**config.mk**
```make
export PLATFORM = sky130hd
export DESIGN_NAME = pipereg_quad
export DESIGN_NICKNAME = d
export VERILOG_FILES = /design/src/rtl/pipereg_pkg.sv /design/src/rtl/pipereg_ctrl.sv /design/src/rtl/pipereg_bank.sv /design/src/rtl/pipereg_rdmux.sv /design/src/rtl/pipereg_quad.sv
export SDC_FILE = /design/constraint.sdc
export NUM_CORES = 1
export LEC_CHECK = 0
export BUFFER_PORTS_ARGS = -buffer_cell sky130_fd_sc_hd__buf_2
export CAP_MARGIN = 20
export CORE_MARGIN = 5
export CORE_UTILIZATION = 45
export CTS_BUF_LIST = sky130_fd_sc_hd__clkbuf_8
export DETAILED_ROUTE_END_ITERATION = 12
export GPL_ROUTABILITY_DRIVEN = 0
export PLACE_DENSITY = 0.74
export SLEW_MARGIN = 20
export SYNTH_ARGS = -nofsm -noshare
export SYNTH_HDL_FRONTEND = slang
export SYNTH_HIERARCHICAL = 1
export SYNTH_SLANG_ARGS = --single-unit
```
**constraint.sdc**
```tcl
create_clock -name clk -period 1.65 [get_ports clk]
set_input_delay 0.33 -clock clk [delete_from_list [all_inputs] [get_ports clk]]
set_output_delay 0.33 -clock clk [all_outputs]
set_load 0.01 [all_outputs]
```
**src/rtl/pipereg_pkg.sv**
```systemverilog
package pipereg_pkg;

   localparam int unsigned NSTAGE = 4;

   typedef enum logic [1:0] {
      OP_SHIFT_ALL = 2'b00,
      OP_LOAD_LOW  = 2'b01,
      OP_LOAD_HIGH = 2'b10,
      OP_FREEZE    = 2'b11
   } pipe_op_e;

   // stage index shown for each read select value
   function automatic int unsigned rsel_to_stage(input logic [1:0] s);
      return NSTAGE - 1 - int'(s);
   endfunction

endpackage

```
**src/rtl/pipereg_ctrl.sv**
```systemverilog
module pipereg_ctrl
   import pipereg_pkg::*;
#(
   parameter int unsigned PAIR_HOLD = 0
) (
   input  logic [1:0]        op,
   output logic [NSTAGE-1:0] ld_en,
   output logic              s3_from_din
);

   pipe_op_e op_e;
   assign op_e = pipe_op_e'(op);

   if (PAIR_HOLD > 1) begin : g_bad_variant
      $error("pipereg_ctrl: PAIR_HOLD must be 0 or 1");
   end

   if (PAIR_HOLD == 0) begin : g_pair_shift
      always_comb begin
         ld_en       = '0;
         s3_from_din = 1'b0;
         unique case (op_e)
            OP_SHIFT_ALL: ld_en = 4'b1111;
            OP_LOAD_LOW: begin
               ld_en       = 4'b1100;
               s3_from_din = 1'b1;
            end
            OP_LOAD_HIGH: ld_en = 4'b0011;
            OP_FREEZE:    ld_en = 4'b0000;
            default:      ld_en = 4'b0000;
         endcase
      end
   end else begin : g_pair_hold
      always_comb begin
         ld_en       = '0;
         s3_from_din = 1'b0;
         unique case (op_e)
            OP_SHIFT_ALL: ld_en = 4'b1111;
            OP_LOAD_LOW: begin
               ld_en       = 4'b0100;
               s3_from_din = 1'b1;
            end
            OP_LOAD_HIGH: ld_en = 4'b0001;
            OP_FREEZE:    ld_en = 4'b0000;
            default:      ld_en = 4'b0000;
         endcase
      end
   end

   // freeze never enables a stage
   always_comb begin
      if (op_e == OP_FREEZE) p_freeze_no_en_r3: assert (ld_en == '0);
   end

endmodule

```
**src/rtl/pipereg_bank.sv**
```systemverilog
module pipereg_bank
   import pipereg_pkg::*;
#(
   parameter int unsigned DATA_W   = 8,
   parameter bit          HAS_SRST = 1'b1
) (
   input  logic                          clk,
   input  logic                          srst,
   input  logic [NSTAGE-1:0]             ld_en,
   input  logic                          s3_from_din,
   input  logic [DATA_W-1:0]             din,
   output logic [NSTAGE-1:0][DATA_W-1:0] q
);

   if (DATA_W < 1) begin : g_bad_width
      $error("pipereg_bank: DATA_W must be at least 1");
   end

   logic [NSTAGE-1:0][DATA_W-1:0] nxt;

   for (genvar k = 0; k < NSTAGE; k++) begin : g_stage
      if (k == 0) begin : g_head
         assign nxt[k] = din;
      end else if (k == 2) begin : g_pair_head
         assign nxt[k] = s3_from_din ? din : q[k-1];
      end else begin : g_follow
         assign nxt[k] = q[k-1];
      end

      if (HAS_SRST) begin : g_rst
         always_ff @(posedge clk) begin
            if (srst)          q[k] <= '0;
            else if (ld_en[k]) q[k] <= nxt[k];
         end
      end else begin : g_nrst
         always_ff @(posedge clk) begin
            if (ld_en[k]) q[k] <= nxt[k];
         end
      end
   end

   // a stage without enable keeps its value
   p_idle_stable_r10: assert property (@(posedge clk) disable iff (srst)
      (ld_en == '0) |=> $stable(q));

   // the head stage always takes din when enabled
   p_head_load_r2: assert property (@(posedge clk) disable iff (srst)
      ld_en[0] |=> (q[0] == $past(din)));

endmodule

```
**src/rtl/pipereg_rdmux.sv**
```systemverilog
module pipereg_rdmux
   import pipereg_pkg::*;
#(
   parameter int unsigned DATA_W = 8
) (
   input  logic [NSTAGE-1:0][DATA_W-1:0] q,
   input  logic [1:0]                    rsel,
   input  logic                          oe_n,
   output logic [DATA_W-1:0]             y,
   output logic                          y_en
);

   logic [DATA_W-1:0] picked;

   always_comb begin
      unique case (rsel)
         2'b00:   picked = q[3];
         2'b01:   picked = q[2];
         2'b10:   picked = q[1];
         default: picked = q[0];
      endcase
   end

   assign y_en = ~oe_n;
   assign y    = oe_n ? '0 : picked;

   // a disabled bus carries no data
   always_comb begin
      if (oe_n) p_quiet_bus_r9: assert (y == '0 && !y_en);
   end

endmodule

```
**src/rtl/pipereg_quad.sv**
```systemverilog
module pipereg_quad
   import pipereg_pkg::*;
#(
   parameter int unsigned DATA_W    = 8,
   parameter int unsigned PAIR_HOLD = 0,
   parameter bit          HAS_SRST  = 1'b1
) (
   input  logic              clk,
   input  logic              srst,
   input  logic [1:0]        op,
   input  logic [1:0]        rsel,
   input  logic [DATA_W-1:0] din,
   input  logic              oe_n,
   output logic [DATA_W-1:0] y,
   output logic              y_en
);

   logic [NSTAGE-1:0]             ld_en;
   logic                          s3_from_din;
   logic [NSTAGE-1:0][DATA_W-1:0] q;

   pipereg_ctrl #(.PAIR_HOLD(PAIR_HOLD)) u_ctrl (
      .op          (op),
      .ld_en       (ld_en),
      .s3_from_din (s3_from_din)
   );

   pipereg_bank #(.DATA_W(DATA_W), .HAS_SRST(HAS_SRST)) u_bank (
      .clk         (clk),
      .srst        (srst),
      .ld_en       (ld_en),
      .s3_from_din (s3_from_din),
      .din         (din),
      .q           (q)
   );

   pipereg_rdmux #(.DATA_W(DATA_W)) u_rdmux (
      .q    (q),
      .rsel (rsel),
      .oe_n (oe_n),
      .y    (y),
      .y_en (y_en)
   );

   // full shift moves every stage by exactly one
   p_shift_all_r2: assert property (@(posedge clk) disable iff (srst)
      (op == 2'b00) |=> (q[0] == $past(din) && q[1] == $past(q[0]) &&
                         q[2] == $past(q[1]) && q[3] == $past(q[2])));

   // freeze keeps the whole bank
   p_freeze_r3: assert property (@(posedge clk) disable iff (srst)
      (op == 2'b11) |=> $stable(q));

   // enabled bus shows the selected stage
   p_select_r8: assert property (@(posedge clk) disable iff (srst)
      (!oe_n) |-> (y == q[rsel_to_stage(rsel)]));

   if (HAS_SRST) begin : g_rst_chk
      // reset clears the bank
      p_reset_r1: assert property (@(posedge clk)
         srst |=> (q == '0));
   end

   if (PAIR_HOLD == 0) begin : g_chk_shift

      p_high_pair_r4: assert property (@(posedge clk) disable iff (srst)
         (op == 2'b10) |=> (q[0] == $past(din) && q[1] == $past(q[0]) &&
                            q[2] == $past(q[2]) && q[3] == $past(q[3])));

      p_low_pair_r5: assert property (@(posedge clk) disable iff (srst)
         (op == 2'b01) |=> (q[2] == $past(din) && q[3] == $past(q[2]) &&
                            q[0] == $past(q[0]) && q[1] == $past(q[1])));
   end else begin : g_chk_hold

      p_high_only_r6: assert property (@(posedge clk) disable iff (srst)
         (op == 2'b10) |=> (q[0] == $past(din) && q[1] == $past(q[1]) &&
                            q[2] == $past(q[2]) && q[3] == $past(q[3])));

      p_low_only_r7: assert property (@(posedge clk) disable iff (srst)
         (op == 2'b01) |=> (q[2] == $past(din) && q[0] == $past(q[0]) &&
                            q[1] == $past(q[1]) && q[3] == $past(q[3])));
   end

endmodule

```
==> run summary <==
Post-CTS sizing: 0
Synth area leader: dfxtp_1
Max reg flops: 32
Slew of the pin with the lowest slew margin: 0.574 ns
Fin. max-slew vios: 0
Worst hold path class: in2reg
Mapped cell area: 1630 um^2
Slowest CP cell: or2_1
Leakage: 0.000782 uW
Ys flop type: dfxtp_1
Clock slew at reported path FFs: 0.06 ns
Post-route minimum period: 1.48 ns
Vias per cell: 5.01
Avg Cell Area, Syn: 9.86 um^2
Largest registers: u_bank/q: 32 flops
Gate power share: 0.122
Max cap viols: 0
Critical path class: in2out
DRC errors left: 0
Synth unique cells: 17
Pint: 1280 uW
Crit. End Element: primary output
Initial antenna violation count: 0
Crit path max fanout: 8
Largest reg by FF count: u_bank/q
ANT cells: 0
Fin cells: 213
Worst-case clock buffer depth: 2
Flop pwr share: 0.505
Dpl cells: 206
First-pass GRT wire length: 4.86 mm
Tcrit/Tclk final: 0.899
CTS Buf Count: 5
Post-route ant nets: 0
Fraction of registers with async set/reset: 0
WHS Path Cells: 3
Max VDD drop: 0.000441 V
Pin count of the biggest net entering global routing: 33
Clock Latency Late Sink: 0.28 ns
Port Buffers: 23
Most used cell, CP: buf_2
Setup TNS: 0 ns
Row count: 21
Switching power: 382 uW
Hold buffers post-CTS: 0
Drt initial violations: 36
Chip width: 70.1 um
Clk_skew: 0.00426 ns
Power Dens Cells: 977 nW/um^2
Top cells by area, synth: dfxtp_1 39%, mux2i_1 30%, buf_4 8.8%, nor2_1 7.4%, a211oi_1 3.2%
H-tree depth: 2
Total Routing Usage GR: 0.123
Synth top area share: 0.394
Sink Count: 32
Via count: 1,067
Multi-input gate area: 742 um^2
Hold Path Origin: din[3]
RSZ-0062 raised after global routing: no
Hold Path Sink: u_bank/q[3]
Switching fraction of total power: 0.231
Sequential area share after synthesis: 0.394
Setup Buffers After CTS: 0
# fillers: 325
Core area: 3420 um^2
Overflow after GRT: 0
CTS tree: built
Syn nets: 180
Root buffer cell: clkbuf_8
Register area: 641 um^2
Ys Warns: 6
DPL Wire Length: 2.05 mm
Worst R2R End: u_bank/q[19]
R2r worst-path depth: 2
Status: finished, final reports clean
DIE AREA: 4920 um^2
Most common cell in the netlist: mux2i_1
Drt wl/cell: 13.7 um
Largest stage delay, worst path: 0.34 ns
Fin. Hold Viols: 0
Synth Instances: 165
Worst r2r src: u_bank/q[11]
Layout cell share with drive strength beyond 1: 0.210
Worst Path Required: 1.32 ns
WL final: 2.93 mm
Reg2reg setup slack: 0.86 ns
# setup viols final: 0
Max Fclk: 0.674 GHz
Area delta synth->final: 4.38%
CP Launch Type: input pin
Initial core utilization: 0.476
Nets: 182
Vias in the first global route: 1,048
Crit-path cells: buf_2 > or2_1 > o22ai_1 > buf_2
Clk network pwr share: 0.374
Synthesized flop and latch total: 32
EDFF count, synth: 0
Max transition margin: 0.618
I/O pins: 24
Arrival @ worst endpoint: 1.15 ns
Die height: 70.1 um
Post-synth top cells: 48 x mux2i_1, 32 x dfxtp_1, 32 x nor2_1, 19 x buf_4, 8 x o22ai_1
Drt pass-1 iters: 4
power by group through the flow:
stage / Combinational (uW) / Sequential (uW) / Clock, uW
6_report: 202 / 837 / 619
3_3_place_gp: 195 / 850 / 0
5_1_grt: 223 / 841 / 674
3_5_place_dp: 202 / 853 / 0
4_1_cts: 203 / 837 / 640
2_1_floorplan: 192 / 847 / 0
worst max-delay path by stage:
stage | from | endpoint
finish | rsel[1] | y[3]
global route | rsel[1] | y[3]
CTS | rsel[1] | y[3]
detailed placement | rsel[1] | y[3]
global placement | rsel[0] | y[0]
floorplan | rsel[1] | y[0]
per-layer routing:
layer	vias to the layer above	GRT usage	part of all wire
li1	549	-	-
met1	486	0.152	0.46
met5	-	0	0
met3	5	0.0502	0.063
met2	27	0.187	0.46
met4	0	0.0574	0.011
layout make-up:
class,count,share of cell area
multi-input cells,99,0.437
clock buffers,7,0.0567
inverters,3,0.00663
repair buffers,26,0.0884
flip-flops and latches,32,0.377
well taps,46,0.0339
cell families after synthesis:
| family | after synthesis | share of synthesized area |
|---|---|---|
| AOI/OAI and AO/OA | 16 | 0.0708 |
| buffers and inverters | 34 | 0.150 |
| DFF | 32 | 0.394 |
| muxes | 48 | 0.295 |
| and+or+nand+nor | 35 | 0.0900 |
metrics by stage:
step / setup WS (ns) / instance area, um^2 / total power, uW / hold slack (ns) / util
2_1_floorplan: 0.382 / 1630 / 1040 / 0.403 / -
3_3_place_gp: 0.199 / 1600 / 1050 / 0.471 / 0.469
3_5_place_dp: 0.177 / 1600 / 1060 / 0.485 / 0.469
4_1_cts: 0.175 / 1700 / 1680 / 0.310 / 0.497
5_1_grt: 0.107 / 1700 / 1740 / 0.332 / 0.497
6_report: 0.167 / 1700 / 1660 / 0.314 / 0.497
cell usage in the layout, fill, tap and decap left out:
cell,n
buf_4,2
clkbuf_8,7
nor2b_4,1
a211oi_1,7
o22ai_1,8
a211oi_2,1
dfxtp_1,32
or2_1,1
buf_12,1
nand2b_1,1
buf_2,23
mux2i_1,48
nor2_1,32
inv_1,3
critical path: cells and delay by family:
| family | cells | cell delay, ns |
|---|---|---|
| compound gates | 1 | 0.22 |
| buf+inv | 2 | 0.26 |
| simple gates | 1 | 0.34 |
(Power assumes the default switching activity.)
